`config.mk`:
```
export PLATFORM = sky130hd
export DESIGN_NAME = brk_uart_rx
export DESIGN_NICKNAME = d
export VERILOG_FILES = /design/src/rtl/brk_uart_rx_pkg.sv /design/src/rtl/rxb_sync.sv /design/src/rtl/rxb_fsm.sv /design/src/rtl/brk_uart_rx.sv
export SDC_FILE = /design/constraint.sdc
export NUM_CORES = 1
export LEC_CHECK = 0
export BUFFER_PORTS_ARGS = -buffer_cell sky130_fd_sc_hd__buf_4
export CAP_MARGIN = 20
export CORE_MARGIN = 1
export CORE_UTILIZATION = 59
export CTS_CLUSTER_DIAMETER = 60
export DETAILED_ROUTE_END_ITERATION = 6
export PLACE_DENSITY = 0.9
export SLEW_MARGIN = 10
export SYNTH_ARGS = -nofsm -noshare
export SYNTH_HDL_FRONTEND = slang
export SYNTH_SLANG_ARGS = --single-unit
```
`constraint.sdc`:
```
create_clock -name clk -period 1.9 [get_ports clk]
set_input_delay 0.19 -clock clk [delete_from_list [all_inputs] [get_ports clk]]
set_output_delay 0.19 -clock clk [all_outputs]
set_load 0.05 [all_outputs]
```
`src/rtl/brk_uart_rx_pkg.sv`:
```
package brk_uart_rx_pkg;
    typedef enum logic [2:0] {
        S_IDLE,
        S_START,
        S_DATA,
        S_STOP,
        S_EXTRA,
        S_WAIT_HIGH
    } rx_state_t;
endpackage

```
`src/rtl/rxb_sync.sv`:
```
module rxb_sync #(
    parameter int STAGES = 2
) (
    input  logic clk,
    input  logic rst_n,
    input  logic din,
    output logic dout
);
    logic [STAGES-1:0] sh;

    always_ff @(posedge clk or negedge rst_n) begin
        if (!rst_n) sh <= '1;
        else        sh <= {sh[STAGES-2:0], din};
    end

    assign dout = sh[STAGES-1];
endmodule

```
`src/rtl/rxb_fsm.sv`:
```
module rxb_fsm
    import brk_uart_rx_pkg::*;
#(
    parameter int OVS = 16,
    parameter int DW  = 8
) (
    input  logic          clk,
    input  logic          rst_n,
    input  logic          tick,
    input  logic          rx_s,
    input  logic          word9,
    input  logic          long_brk,
    output logic          done,
    output logic [DW:0]   done_data,
    output logic          done_fe,
    output logic          done_brk
);
    localparam int NW   = DW + 1;
    localparam int CW   = $clog2(OVS);
    localparam int BCW  = $clog2(NW + 1);
    localparam logic [CW-1:0] HALF = CW'(OVS / 2 - 1);
    localparam logic [CW-1:0] LAST = CW'(OVS - 1);

    rx_state_t state, nxt;
    logic [CW-1:0]  tcnt;
    logic [BCW-1:0] bcnt;
    logic [NW-1:0]  shreg;
    logic [BCW-1:0] nbits;
    logic           mid, start_mid, last_bit, all_zero;
    logic [NW-1:0]  word_out;

    assign nbits     = word9 ? BCW'(NW) : BCW'(DW);
    assign mid       = tick && (tcnt == LAST);
    assign start_mid = tick && (tcnt == HALF);
    assign last_bit  = (bcnt == nbits - 1'b1);
    assign all_zero  = (shreg == '0);
    assign word_out  = word9 ? shreg : {1'b0, shreg[NW-1:1]};

    // state register
    always_ff @(posedge clk or negedge rst_n) begin
        if (!rst_n) state <= S_IDLE;
        else        state <= nxt;
    end

    // transitions
    always_comb begin
        nxt = state;
        unique case (state)
            S_IDLE:      if (tick && !rx_s) nxt = S_START;
            S_START:     if (start_mid) nxt = rx_s ? S_IDLE : S_DATA;
            S_DATA:      if (mid && last_bit) nxt = S_STOP;
            S_STOP:      if (mid) begin
                             if (rx_s || !all_zero) nxt = S_IDLE;
                             else if (long_brk)     nxt = S_EXTRA;
                             else                   nxt = S_WAIT_HIGH;
                         end
            S_EXTRA:     if (mid) nxt = rx_s ? S_IDLE : S_WAIT_HIGH;
            S_WAIT_HIGH: if (tick && rx_s) nxt = S_IDLE;
            default:     nxt = S_IDLE;
        endcase
    end

    // datapath and outputs
    always_ff @(posedge clk or negedge rst_n) begin
        if (!rst_n) begin
            tcnt      <= '0;
            bcnt      <= '0;
            shreg     <= '0;
            done      <= 1'b0;
            done_data <= '0;
            done_fe   <= 1'b0;
            done_brk  <= 1'b0;
        end else begin
            done <= 1'b0;
            if (tick) begin
                if (state == S_IDLE || state == S_WAIT_HIGH ||
                    (state == S_START && tcnt == HALF) || tcnt == LAST)
                    tcnt <= '0;
                else
                    tcnt <= tcnt + 1'b1;
            end
            unique case (state)
                S_START: if (start_mid) begin
                    shreg <= '0;
                    bcnt  <= '0;
                end
                S_DATA: if (mid) begin
                    shreg <= {rx_s, shreg[NW-1:1]};
                    bcnt  <= bcnt + 1'b1;
                end
                S_STOP: if (mid && (rx_s || !all_zero || !long_brk)) begin
                    done      <= 1'b1;
                    done_data <= word_out;
                    done_fe   <= !rx_s;
                    done_brk  <= !rx_s && all_zero;
                end
                S_EXTRA: if (mid) begin
                    done      <= 1'b1;
                    done_data <= '0;
                    done_fe   <= 1'b1;
                    done_brk  <= !rx_s;
                end
                default: ;
            endcase
        end
    end
endmodule

```
`src/rtl/brk_uart_rx.sv`:
```
module brk_uart_rx #(
    parameter int OVS         = 16,
    parameter int DATA_W      = 8,
    parameter int SYNC_STAGES = 2
) (
    input  logic              clk,
    input  logic              rst_n,
    input  logic              tick,
    input  logic              rxd,
    input  logic              word9,
    input  logic              long_brk,
    input  logic              clr_flags,
    output logic [DATA_W-1:0] rx_data,
    output logic              rx_bit9,
    output logic              rx_full,
    output logic              frame_err,
    output logic              brk_flag,
    output logic              ovr_flag
);
    logic          rx_s;
    logic          frm_done, frm_fe, frm_brk;
    logic [DATA_W:0] frm_data;

    rxb_sync #(.STAGES(SYNC_STAGES)) u_sync (
        .clk(clk), .rst_n(rst_n), .din(rxd), .dout(rx_s)
    );

    rxb_fsm #(.OVS(OVS), .DW(DATA_W)) u_fsm (
        .clk(clk), .rst_n(rst_n), .tick(tick), .rx_s(rx_s),
        .word9(word9), .long_brk(long_brk),
        .done(frm_done), .done_data(frm_data),
        .done_fe(frm_fe), .done_brk(frm_brk)
    );

    always_ff @(posedge clk or negedge rst_n) begin
        if (!rst_n) begin
            rx_data   <= '0;
            rx_bit9   <= 1'b0;
            rx_full   <= 1'b0;
            frame_err <= 1'b0;
            brk_flag  <= 1'b0;
            ovr_flag  <= 1'b0;
        end else begin
            if (clr_flags) begin
                rx_full   <= 1'b0;
                frame_err <= 1'b0;
                brk_flag  <= 1'b0;
                ovr_flag  <= 1'b0;
            end
            if (frm_done) begin
                if (frm_brk) begin
                    rx_data   <= '0;
                    rx_bit9   <= 1'b0;
                    rx_full   <= 1'b1;
                    frame_err <= 1'b1;
                    brk_flag  <= 1'b1;
                    if (rx_full) ovr_flag <= 1'b1;
                end else if (rx_full) begin
                    ovr_flag <= 1'b1;
                end else begin
                    rx_data   <= frm_data[DATA_W-1:0];
                    rx_bit9   <= frm_data[DATA_W];
                    rx_full   <= 1'b1;
                    frame_err <= frm_fe;
                end
            end
        end
    end
endmodule

```
After elaboration in Yosys (flattened, before gate mapping)
Cells that the tools add are included.
- logic and storage cells: 109
- output and inout bits: 13
- bits of input ports: 7
- register bits after elaboration: 47
- mux-type cells: 50
- reductions and logical operators: 24
- equality and inequality tests: 17
- add/sub/neg operators: 3
- operator list (kind ; number):
    $mux W9 ; 5
    $pmux W9 S2 ; 2
    $mux W1 ; 24
    $mux W3 ; 8
    $ne A2 B1 Y1 const B ; 9
    $pmux W3 S6 ; 1
    $mux W8 ; 2
    $mux W4 ; 3
    $logic_not A9 Y1 ; 1
    $add A4 B1 Y4 const B ; 2
    $logic_and A1 B1 Y1 ; 8
    $pmux W4 S2 ; 1
    $eq A3 B2 Y1 const B ; 2
    $eq A3 B3 Y1 const B ; 2
    $pmux W1 S2 ; 3
    $reduce_and A3 Y1 ; 2
    $reduce_and A6 Y1 ; 1
    $logic_or A1 B1 Y1 ; 5
    $eq A4 B3 Y1 const B ; 1
    $eq A4 B4 Y1 ; 1
    $eq A4 B4 Y1 const B ; 1
    $reduce_bool A2 Y1 ; 2
    $sub A4 B1 Y4 const B ; 1
    $eq A3 B1 Y1 const B ; 1
    4 further kinds ; 6

Depth between registers and ports, before layout
Gate-level depths: netlist of the first run.
- depth in word-level cells: 7
- depth in mapped cells: 7

Modules after synthesis
From an unflattened synthesis of the first run, not the netlist that was laid out.
- cells, all modules: 219
- area, all modules: 2306.0 um2
- modules (own cells, without submodules) (module ; seq. area each (um2) ; area an instance (um2) ; cells an instance ; times used):
    rxb_fsm ; 800.8 ; 1694.1 ; 160 ; 1
    brk_uart_rx ; 325.3 ; 559.3 ; 57 ; 1
    rxb_sync ; 52.6 ; 52.6 ; 2 ; 1

Least setup slack after synthesis of the first run
Ideal clock, no wire load.
- path kind: reg2reg
- start point: reg u_fsm.tcnt[0]
- end point: reg u_fsm.state[0]
- path slack: 0.197 ns
- arrival time: 1.579 ns
- library setup time: 0.125 ns
- path buffers: 0
- cell stages (with the launch flop): 7
- required time: 1.775 ns
- path through: dfrtp_1 -> ha_1 -> nand4_1 -> o22ai_1 -> or2_2 -> o311a_1 -> mux2_2
- word-level cells in the longest chain between the ends: 5
- elaborated cells between the ends (all ways): 10
- classes of those cells: eq/ne (6); reduce/logical (4)
- RTL lines (element ; line ; source):
    from (decl) ; rxb_fsm.sv:25 ; logic [CW-1:0] tcnt;
    from (signal assigned) ; rxb_fsm.sv:80 ; tcnt <= tcnt + 1'b1;
    $eq A4 B4 Y1 ; rxb_fsm.sv:33 ; assign mid = tick && (tcnt == LAST);
    $logic_and A1 B1 Y1 ; rxb_fsm.sv:33 ;
    $logic_and A1 B1 Y1 ; rxb_fsm.sv:51 ; S_DATA: if (mid && last_bit) nxt = S_STOP;
    $ne A2 B1 Y1 (no line) ; n/a ;
    $reduce_and A6 Y1 (no line) * ; n/a ;
    to (signal assigned) ; rxb_fsm.sv:42 ; else state <= nxt;
    to (decl) ; rxb_fsm.sv:24 ; rx_state_t state, nxt;
Every way passes the cells marked *; elsewhere a longest branch is shown, timed or not.
A chain may end at the register's enable or synchronous reset.

Final worst setup path of the first run
- start point: reg u_fsm.state[1]
- end point: reg u_fsm.state[0]
- word-level cells in the longest chain between the ends: 3
- elaborated cells between the ends (all ways): 14
- classes of those cells: eq/ne (11); mux (1); reduce/logical (2)
- RTL lines (element ; line ; source):
    $eq A3 B3 Y1, or another cell as far along ; rxb_fsm.sv:48 ; unique case (state)
    $ne A2 B1 Y1 (no line) ; n/a ;
    $reduce_and A6 Y1 (no line) ; n/a ;
Several ways; a longest one is shown, not always the timed one.

==> impl_metrics.py, run 1 <==
metrics = {
    "drt": {
        "top_layer": "met4",
        "met3RoutedLength_um": 235,
        "first_pass_iters": 4,
        "vias": 1814,
        "antenna_left": 0,
        "wire_per_inst_um": 15.6,
        "wl_met2_um": 2260,
        "wl_um": 4750,
        "drcViolationCount": 0,
        "viasPerCell": 5.97,
        "drt_iter0_markers": 219,
        "drt-met1-wl_um": 2160,
    },
    "critical_path": {
        "crit_path_max_fanout": 8,
        "start_kind": "flop",
        "crit_path_end_kind": "flop",
        "arrival_ps": 2010,
        "critPathKind": "flop to flop",
        "required_ps": 2090,
    },
    "synth": {
        "syn_avg_cell_area_sq_um": 9.92,
        "synthCells": 233,
        "synth-async-reset-ratio_pct": 100,
        "ys_top_cells_by_area": "dfrtp_1 49%, nand2_1 5.4%, o21ai_0 5.0%",
        "synth_commonest_cells": "45 x dfrtp_1, 33 x nand2_1, 23 x o21ai_0",
        "syn_area_sq_mm": 0.00231,
        "ys_warn_count": 0,
        "yosysMostFrequentCell": "dfrtp_1",
        "synth-seq-cells": 47,
        "ys_seq_area_share_pct": 51.0,
        "synth_ff_type": "dfrtp_1",
        "netlist.top_cell.by_area": "dfrtp_1",
        "yosysTopAreaCellShare_pct": 48.7,
        "synth_edf_count": 0,
        "synth_nets": 242,
        "yosysUniqueCellTypes": 44,
    },
    "floorplan": {
        "rows": 22,
        "die_height_um": 64.6,
        "core_sq_mm": 0.00372,
        "pin_count": 20,
        "dieArea_sq_mm": 0.00417,
        "start_util_pct": 62.2,
        "fp.dieW_um": 64.6,
    },
    "final_layout": {
        "diodes": 0,
        "seqCellArea_sq_mm": 0.00118,
        "fill_cells": 257,
        "drive_gt1_share_pct": 19.9,
        "nets": 264,
        "finish.utilization_pct": 71.9,
        "syn_to_final_growth_pct": 15.5,
        "multi_input_area_sq_mm": 0.00105,
        "stdcell_count": 304,
    },
    "timing": {
        "tightestPinTransition_ps": 571,
        "hold_viol": 0,
        "worst_hold_slack_ps": 70.5,
        "finalSetupViolCount": 0,
        "fmax_mhz": 552,
        "fin_skew_ps": 13.3,
        "report.final.slew_viol_count": 0,
        "slew_headroom_pct": 62.0,
        "setup_tns_ps": 0,
        "min_period_over_period_pct": 95.4,
        "finalWorstPathRequiredPeriod_ps": 1810,
    },
    "place": {
        "portBuffers": 19,
        "hpwlAfterDp_um": 3200,
        "routabilityCongestion": 0.869,
        "dp.cells": 294,
    },
    "clock_network": {
        "insertion_delay_ps": 310,
        "clkTransAtPathRegs_ps": 90,
        "cts_buffer_depth": 2,
        "post_cts_buffers": 0,
        "cts_tree": "yes",
        "h-tree-depth": 2,
        "clock-sinks": 47,
        "cts_inserted_buffers": 5,
        "cts_root_buffer": "clkbuf_8",
    },
    "global_routing": {
        "antenna_found_initial": 0,
        "grt_overflow": 0,
        "grt_pass1_vias": 1758,
        "grt_max_degree": 48,
        "grt_pass1_wl_um": 8150,
        "grt_use_total_pct": 25.7,
    },
    "run": {
        "drv_cap": 0,
    },
    "power": {
        "leakage_nw": 1.17,
        "vdd_drop_max_uv": 517,
        "powerDensity_mw_per_mm2": 980,
        "p_total_mw": 2.62,
    },
    "min_path": {
        "hold_class": "input pin to flop",
    },
    "status": {
        "run_status": "complete, no violations",
    },
}
[timing repair]
item	in CTS	in global routing
setup endpoints to repair	0	5
hold buffers	2	0
resized for setup	0	6
hold endpoints to repair	46	0
[power breakdown]
group | switching (mW) | internal [mW] | total (mW)
Sequential | 0.105 | 1.08 | 1.18
Combinational | 0.357 | 0.328 | 0.685
Clock | 0.356 | 0.396 | 0.752
[worst max-delay path, stage by stage (launching register included)]
cell	delay (ps)
dfrtp_2	450
or3b_1	410
o22ai_1	150
or2_2	170
o311a_4	200
mux2_2	320
[cell families after synthesis]
logic type | after synthesis | share of synthesized area [%]
xor+xnor | 1 | 0.379
mux | 12 | 5.36
buf+inv | 24 | 4.76
simple gates | 80 | 18.0
flops | 47 | 51.0
fa+ha+maj | 2 | 1.08
compound gates | 67 | 19.4
[per-layer routing]
layer / GRT usage, % / up-vias
met2: 42.1 / 59
met3: 5.99 / 11
met4: 10.0 / 0
li1: - / 879
met1: 32.9 / 865
met5: 0 / -
[final cells by class]
class                      instances  share of cell area (%)
timing repair buffer              29                    8.34
multi-input combinational        162                    39.5
clock buffer                       5                    2.58
clock inverter                     3                    1.73
sequential                        47                    44.2
tap                               48                    2.25
inverter                          10                    1.41
[through the flow]
step	area [sq um]	worst slack, ps
2_1_floorplan	2310	197
3_3_place_gp	2500	176
3_5_place_dp	2500	67.4
4_1_cts	2640	24.2
5_1_grt	2670	-18.5
6_report	2670	87.2
[placed cells by master (no fill, tap or decap), types with 2 or more instances in the layout]
cell	instances
mux2_2	3
nand3_1	16
o21ai_1	4
nor3b_1	2
nor4_4	2
a21oi_1	4
clkbuf_8	5
a211o_1	2
nor3_1	3
dfrtp_1	43
mux2i_1	9
dfrtp_2	2
inv_1	10
nor2b_1	2
nand2_1	33
or2_2	2
nand2b_1	2
a22o_1	2
or3_1	2
buf_4	27
nand3b_1	2
o2bb2ai_1	9
a22oi_1	10
dlygate4sd3_1	2
o21ai_0	23
nor2_1	9
dfstp_2	2
o22ai_1	4
[path summary, 6_finish.rpt]
path                                            start                    endpoint  slack, ps  cells past startpoint
max in group asynchronous                       rst_n  u_fsm.state[1]$_DFFE_PN0P_       1070                      2
min                                         clr_flags          ovr_flag$_DFF_PN0_         70                      2
min in group asynchronous                       rst_n         rx_bit9$_DFFE_PN0P_        410                      2
max                        u_fsm.state[1]$_DFFE_PN0P_  u_fsm.state[0]$_DFFE_PN0P_         90                      5
min reg2reg                    u_sync.sh[0]$_DFF_PN1_      u_sync.sh[1]$_DFF_PN1_        360                      0
max reg2reg                u_fsm.state[1]$_DFFE_PN0P_  u_fsm.state[0]$_DFFE_PN0P_         90                      5
[flip-flops by register name, indices dropped and copies added (netlist names), 2 cells and up]
signal and cells:
u_fsm.bcnt 4, rx_data 8, u_fsm.state 3, u_fsm.done_data 9
u_fsm.shreg 9, u_fsm.tcnt 4, u_sync.sh 2
No activity file was read; power rests on OpenSTA's default activity.
==> run 2, diff against run 1 <==
ABC_AREA = 1   (was default)
HOLD_SLACK_MARGIN = 0.05   (was default)
RECOVER_POWER = 50   (was default)
==> run 2 against run 1 <==
Against the previous run:
- sequential power is 3% lower
- via count is 4.0% higher
- global-route usage is 2.9 points lower
- register-to-register slack better by 110 ps
- first-iteration DRC count is 25% lower
- cell count is 17% higher
==> impl_metrics.py, run 2 <==
metrics = {
    "final_layout": {
        "nets": 315,
        "layout_common_cells": "90 x nand2_1, 45 x dfrtp_1, 32 x inv_1, 25 x o21ai_0, 19 x nand3_1",
        "diodes": 0,
        "reg.largest.list": "u_fsm.done_data x9, u_fsm.shreg x9, rx_data x8",
        "syn_to_final_growth_pct": 13.5,
        "final_common_cell": "nand2_1",
        "drive_gt1_share_pct": 15.0,
    },
    "timing": {
        "finalSetupViolCount": 0,
        "fin_skew_ps": 3.99,
        "setup_tns_ps": 0,
        "fmax_mhz": 587,
        "finalWorstPathRequiredPeriod_ps": 1700,
        "slew_headroom_pct": 25.3,
        "report.final.slew_viol_count": 0,
        "rsz0062_at_grt": "false",
        "min_period_over_period_pct": 89.7,
        "hold_viol": 0,
        "tightestPinTransition_ps": 1120,
    },
    "floorplan": {
        "pin_count": 20,
        "core_sq_mm": 0.00372,
        "die_height_um": 64.8,
        "start_util_pct": 62.5,
        "rows": 22,
        "fp.dieW_um": 64.8,
        "dieArea_sq_mm": 0.00419,
    },
    "synth": {
        "synth-seq-cells": 47,
        "netlist.top_cell.by_area": "dfrtp_1",
        "yosys.area_share.simple_pct": 26.8,
        "synth_ff_type": "dfrtp_1",
        "yosysMostFrequentCell": "nand2_1",
        "ys_warn_count": 0,
        "syn_area_sq_mm": 0.00232,
        "synth_edf_count": 0,
        "synth-async-reset-ratio_pct": 100,
        "yosysUniqueCellTypes": 31,
        "synth_fa_ha_area_share_pct": 1.08,
        "ys_top_cells_by_area": "dfrtp_1 48%, nand2_1 15%, o21ai_0 5.4%",
        "syn_avg_cell_area_sq_um": 8.21,
        "synth_xor_area_share_pct": 1.13,
        "yosysTopAreaCellShare_pct": 48.5,
        "synth_nets": 292,
        "synthMuxAreaShare_pct": 0,
        "ys_seq_area_share_pct": 50.7,
        "synthCells": 283,
        "synth-compound-area-share_pct": 12.0,
        "synth_commonest_cells": "90 x nand2_1, 45 x dfrtp_1, 32 x inv_1",
        "synth_top_family_by_area": "simple AND/OR/NAND/NOR gates",
    },
    "clock_network": {
        "cts_buffer_depth": 2,
        "cts_root_buffer": "clkbuf_8",
        "insertion_delay_ps": 300,
        "cts_resized": 0,
        "cts_tree": "yes",
        "holdBufCountCts": 2,
        "h-tree-depth": 2,
        "post_cts_buffers": 0,
        "cts_inserted_buffers": 5,
        "clkTransAtPathRegs_ps": 90,
        "clock-sinks": 47,
    },
    "power": {
        "p_total_mw": 2.56,
        "vdd_drop_max_uv": 544,
        "leakage_nw": 1.43,
        "powerDensity_mw_per_mm2": 969,
    },
    "global_routing": {
        "grt_pass1_vias": 1749,
        "grt_overflow": 0,
        "grt_pass1_wl_um": 7240,
        "grt_use_total_pct": 22.8,
        "antenna_found_initial": 0,
        "grt_max_degree": 48,
    },
    "place": {
        "portBuffers": 19,
        "routabilityCongestion": 0.831,
        "hpwlAfterDp_um": 3170,
    },
    "drt": {
        "vias": 1887,
        "wire_per_inst_um": 12.0,
        "first_pass_iters": 4,
        "viasPerCell": 5.32,
        "antenna_left": 0,
        "drcViolationCount": 0,
        "wl_um": 4240,
        "drt_iter0_markers": 165,
    },
    "critical_path": {
        "critical-path-max-stage-delay_ps": 410,
        "arrival_ps": 1950,
        "critical_path.most_common_cell": "nand2_1",
        "start_kind": "flop",
        "cpMaxStageDelayCell": "dfrtp_1",
        "required_ps": 2140,
        "cp_cell_sequence": "ha_1 > nand3_4 > nor2_8 > nand2_1 > nand2_2 > nand2_1 > nand2_1",
        "path_delay_family": "simple AND/OR/NAND/NOR gates",
        "crit_path_max_fanout": 12,
        "critPathBufInv": 0,
        "critPathKind": "flop to flop",
        "crit_path_end_kind": "flop",
    },
    "run": {
        "drv_cap": 0,
    },
    "min_path": {
        "hold_class": "input pin to flop",
    },
    "status": {
        "run_status": "complete, no violations",
    },
}
==> run 2: cell types whose count changed in the layout (fill, tap and decap cells not counted), moves of 6 or more <==
cell,change
nand2_1,+57
inv_1,+22
a22oi_1,-10
buf_4,-9
mux2i_1,-9
o2bb2ai_1,-9
o211ai_1,+7
nor2_1,+6
==> run 2: layer usage <==
layer  global-route usage, %  share of wire (%)
met1                    27.9                 45
met2                    38.3                 49
met3                    5.28                4.5
met4                    10.0                1.5
met5                       0                  0
==> run 2: kinds of logic after synthesis <==
| kind of cell | after synthesis |
|---|---|
| buffers and inverters | 44 |
| adders and majority gates | 2 |
| and+or+nand+nor | 140 |
| AOI/OAI and AO/OA | 47 |
| xor gates and xnor gates | 3 |
| DFF | 47 |
==> run 2: layout make-up <==
class                      instances  area (sq um)
tap                               48          60.1
clock inverter                     3          67.6
fill                             303          1080
sequential                        47          1180
inverter                          36           135
multi-input combinational        192           952
clock buffer                       5          68.8
timing repair buffer              24           175
==> run 2: path summary, 6_finish.rpt <==
kind / start / to / slack, ps / cells after the start
max in group asynchronous: rst_n / u_fsm.bcnt[2]$_DFFE_PN0P_ / 590 / 2
hold reg to reg: u_sync.sh[0]$_DFF_PN1_ / u_sync.sh[1]$_DFF_PN1_ / 360 / 0
setup / recovery: u_fsm.tcnt[0]$_DFFE_PN0P_ / u_fsm.done_brk$_DFFE_PN0P_ / 200 / 7
hold / removal: clr_flags / rx_full$_DFF_PN0_ / 90 / 2
setup reg to reg: u_fsm.tcnt[0]$_DFFE_PN0P_ / u_fsm.done_brk$_DFFE_PN0P_ / 200 / 7
min in group asynchronous: rst_n / u_fsm.shreg[6]$_DFFE_PN0P_ / 640 / 2
==> run 2: stage by stage <==
step / worst slack [ps] / hold slack (ps) / cell area, sq um / utilization [%] / instances
2_1_floorplan: 343 / -106 / 2320 / - / 283
6_report: 196 / 92.5 / 2640 / 71.0 / 355
4_1_cts: 187 / 86.2 / 2650 / 71.2 / 355
5_1_grt: 71.0 / 95.9 / 2640 / 71.0 / 355
3_3_place_gp: 302 / 224 / 2490 / 67.0 / 345
3_5_place_dp: 221 / 229 / 2490 / 67.0 / 345
==> run 2: worst register-to-register path: stages, from the launching register on <==
cell and delay, ps:
dfrtp_1 410, ha_1 260, nand3_4 130, nor2_8 150, nand2_1 250, nand2_2 280, nand2_1 90, nand2_1 70
==> run 2: where the power goes <==
part | switching [mW] | total, mW | internal [mW]
Sequential | 0.0774 | 1.14 | 1.06
Clock | 0.333 | 0.857 | 0.524
Combinational | 0.382 | 0.561 | 0.179
Total | 0.792 | 2.56 | 1.76
==> run 3, diff against run 2 <==
CORE_UTILIZATION = 30   (was 59)
CTS_BUF_LIST = sky130_fd_sc_hd__clkbuf_4   (was default)
PLACE_DENSITY = 0.57   (was 0.9)
==> run 3 against run 2 <==
Against the previous run:
- final area increased by 0.76%
- global-route usage decreased by 10 points
- non-clock buffer count increased by 1
- sequential share of layout area decreased by 0.34 points
- core utilization decreased by 35 points
- clock-buffer cell count increased by 2
- power decreased by 9.0%
- die area increased by 93%
- clock skew increased by 10 ps
- clock power decreased by 27%
- first-iteration DRC count decreased by 41%
==> impl_metrics.py, run 3 (synthesis gave the netlist of run 2 again) <==
metrics = {
    "status": {
        "run_status": "complete, no violations",
    },
    "timing": {
        "slew_headroom_pct": 20.7,
        "rsz0062_at_grt": "false",
        "fin_skew_ps": 14.1,
        "min_period_over_period_pct": 88.8,
        "report.final.slew_viol_count": 0,
        "setup_tns_ps": 0,
        "finalSetupViolCount": 0,
        "tightestPinTransition_ps": 1190,
        "finalWorstPathRequiredPeriod_ps": 1690,
        "fmax_mhz": 593,
        "setup_ws_ps": 213,
        "hold_viol": 0,
    },
    "clock_network": {
        "clock-sinks": 47,
        "cts_tree": "yes",
        "holdBufCountCts": 3,
        "h-tree-depth": 2,
        "insertion_delay_ps": 360,
        "cts_inserted_buffers": 5,
        "cts_root_buffer": "clkbuf_4",
        "post_cts_buffers": 0,
        "cts_resized": 0,
        "clkTransAtPathRegs_ps": 140,
        "cts_buffer_depth": 2,
    },
    "global_routing": {
        "grt_max_degree": 48,
        "grt_overflow": 0,
        "grt_pass1_wl_um": 8190,
        "grt_pass1_vias": 1760,
        "grt_use_total_pct": 12.4,
        "antenna_found_initial": 0,
    },
    "critical_path": {
        "critPathBufInv": 0,
        "reg2reg_from": "u_fsm.tcnt[0]$_DFFE_PN0P_",
        "crit_start": "u_fsm.tcnt[0]$_DFFE_PN0P_",
        "cpMaxStageDelayCell": "dfrtp_1",
        "arrival_ps": 1990,
        "cp_cell_sequence": "ha_1 > nand3_4 > nor2_8 > nand2_1 > nand2_2 > nand2_1 > nand2_1",
        "required_ps": 2200,
        "crit_path_end_kind": "flop",
        "start_kind": "flop",
        "critical-path-max-stage-delay_ps": 410,
        "crit_path_max_fanout": 12,
        "path_delay_family": "simple AND/OR/NAND/NOR gates",
        "critPathKind": "flop to flop",
        "critical_path.most_common_cell": "nand2_1",
    },
    "drt": {
        "drt_iter0_markers": 97,
        "vias": 1850,
        "drcViolationCount": 0,
        "wire_per_inst_um": 11.1,
        "viasPerCell": 4.55,
        "antenna_left": 0,
        "first_pass_iters": 4,
        "wl_um": 4520,
    },
    "power": {
        "vdd_drop_max_uv": 260,
        "p_seq_share_pct": 48.8,
        "p_int_mw": 1.55,
        "swShare_pct": 33.6,
        "powerDensity_mw_per_mm2": 875,
        "p_sw_mw": 0.781,
        "leakage_nw": 1.41,
        "p_clk_share_pct": 26.9,
        "p_comb_share_pct": 24.3,
    },
    "place": {
        "routabilityCongestion": 0.759,
        "hpwlAfterDp_um": 3290,
        "portBuffers": 19,
        "pre_cts_ws_ps": 244,
    },
    "final_layout": {
        "drive_gt1_share_pct": 14.9,
        "nets": 316,
        "reg.largest.list": "u_fsm.done_data x9, u_fsm.shreg x9, rx_data x8",
        "fill_cells": 811,
        "diodes": 0,
        "final_common_cell": "nand2_1",
        "syn_to_final_growth_pct": 14.4,
        "layout_common_cells": "90 x nand2_1, 45 x dfrtp_1, 32 x inv_1, 25 x o21ai_0, 19 x nand3_1",
    },
    "floorplan": {
        "fp.dieW_um": 90.0,
        "start_util_pct": 31.5,
        "pin_count": 20,
        "rows": 31,
        "core_sq_mm": 0.00737,
        "dieArea_sq_mm": 0.00810,
        "die_height_um": 90.0,
    },
    "run": {
        "drv_cap": 0,
    },
    "min_path": {
        "hold_class": "input pin to flop",
        "min_from": "tick",
    },
}
==> run 3: changes by cell type in the layout (fill, tap and decap cells not counted) <==
cell           delta
clkbuf_4          +7
clkbuf_8          -5
bufinv_16         -1
clkinvlp_4        -1
dlygate4sd3_1     +1
==> run 3: tightest hold or removal path: stages <==
cell and delay (ps):
buf_4 130, nand2_1 60, nand2_1 50
==> run 3: final cells by class <==
class / instances / area (sq um) / share of cell area [%]
inverter: 36 / 135 / 5.08
timing repair buffer: 25 / 185 / 6.97
tap: 99 / 124 / 4.66
clock buffer: 7 / 52.6 / 1.98
multi-input combinational: 192 / 952 / 35.8
clock inverter: 1 / 30.0 / 1.13
sequential: 47 / 1180 / 44.4
==> run 3: power by group through the flow <==
stage / logic [mW] / clock network (mW) / registers, mW
floorplan: 0.463 / 0 / 1.14
global placement: 0.559 / 0 / 1.15
detailed placement: 0.568 / 0 / 1.15
CTS: 0.572 / 0.645 / 1.14
global route: 0.660 / 0.697 / 1.15
finish: 0.565 / 0.626 / 1.14
==> run 3: metal layers <==
metal | vias up | share of wire, % | GRT usage, %
met5 | - | 0 | 0
met1 | 856 | 52 | 16.3
met4 | 0 | 0.58 | 3.23
met2 | 28 | 45 | 20.0
li1 | 964 | - | -
met3 | 2 | 2.8 | 3.38
==> run 3: per-stage QoR <==
stage | total power [mW] | instances | cell area (sq um) | util [%] | hold slack (ps)
after detailed placement | 1.72 | 396 | 2550 | 34.7 | 247
after CTS | 2.35 | 407 | 2670 | 36.2 | 81.0
after floorplan | 1.60 | 283 | 2320 | - | -106
after global routing | 2.50 | 407 | 2660 | 36.1 | 97.8
after global placement | 1.71 | 396 | 2550 | 34.7 | 239
final | 2.33 | 407 | 2660 | 36.1 | 93.0
==> run 3: final timing paths <==
path	to	slack, ps	depth (start not counted)
setup / recovery	u_fsm.done_data[8]$_DFFE_PN0P_	210	7
hold / removal	u_fsm.tcnt[0]$_DFFE_PN0P_	90	3
setup reg to reg	u_fsm.done_data[8]$_DFFE_PN0P_	210	7
hold reg to reg	u_sync.sh[1]$_DFF_PN1_	370	0
max in group asynchronous	u_fsm.shreg[3]$_DFFE_PN0P_	590	2
min in group asynchronous	ovr_flag$_DFF_PN0_	590	2
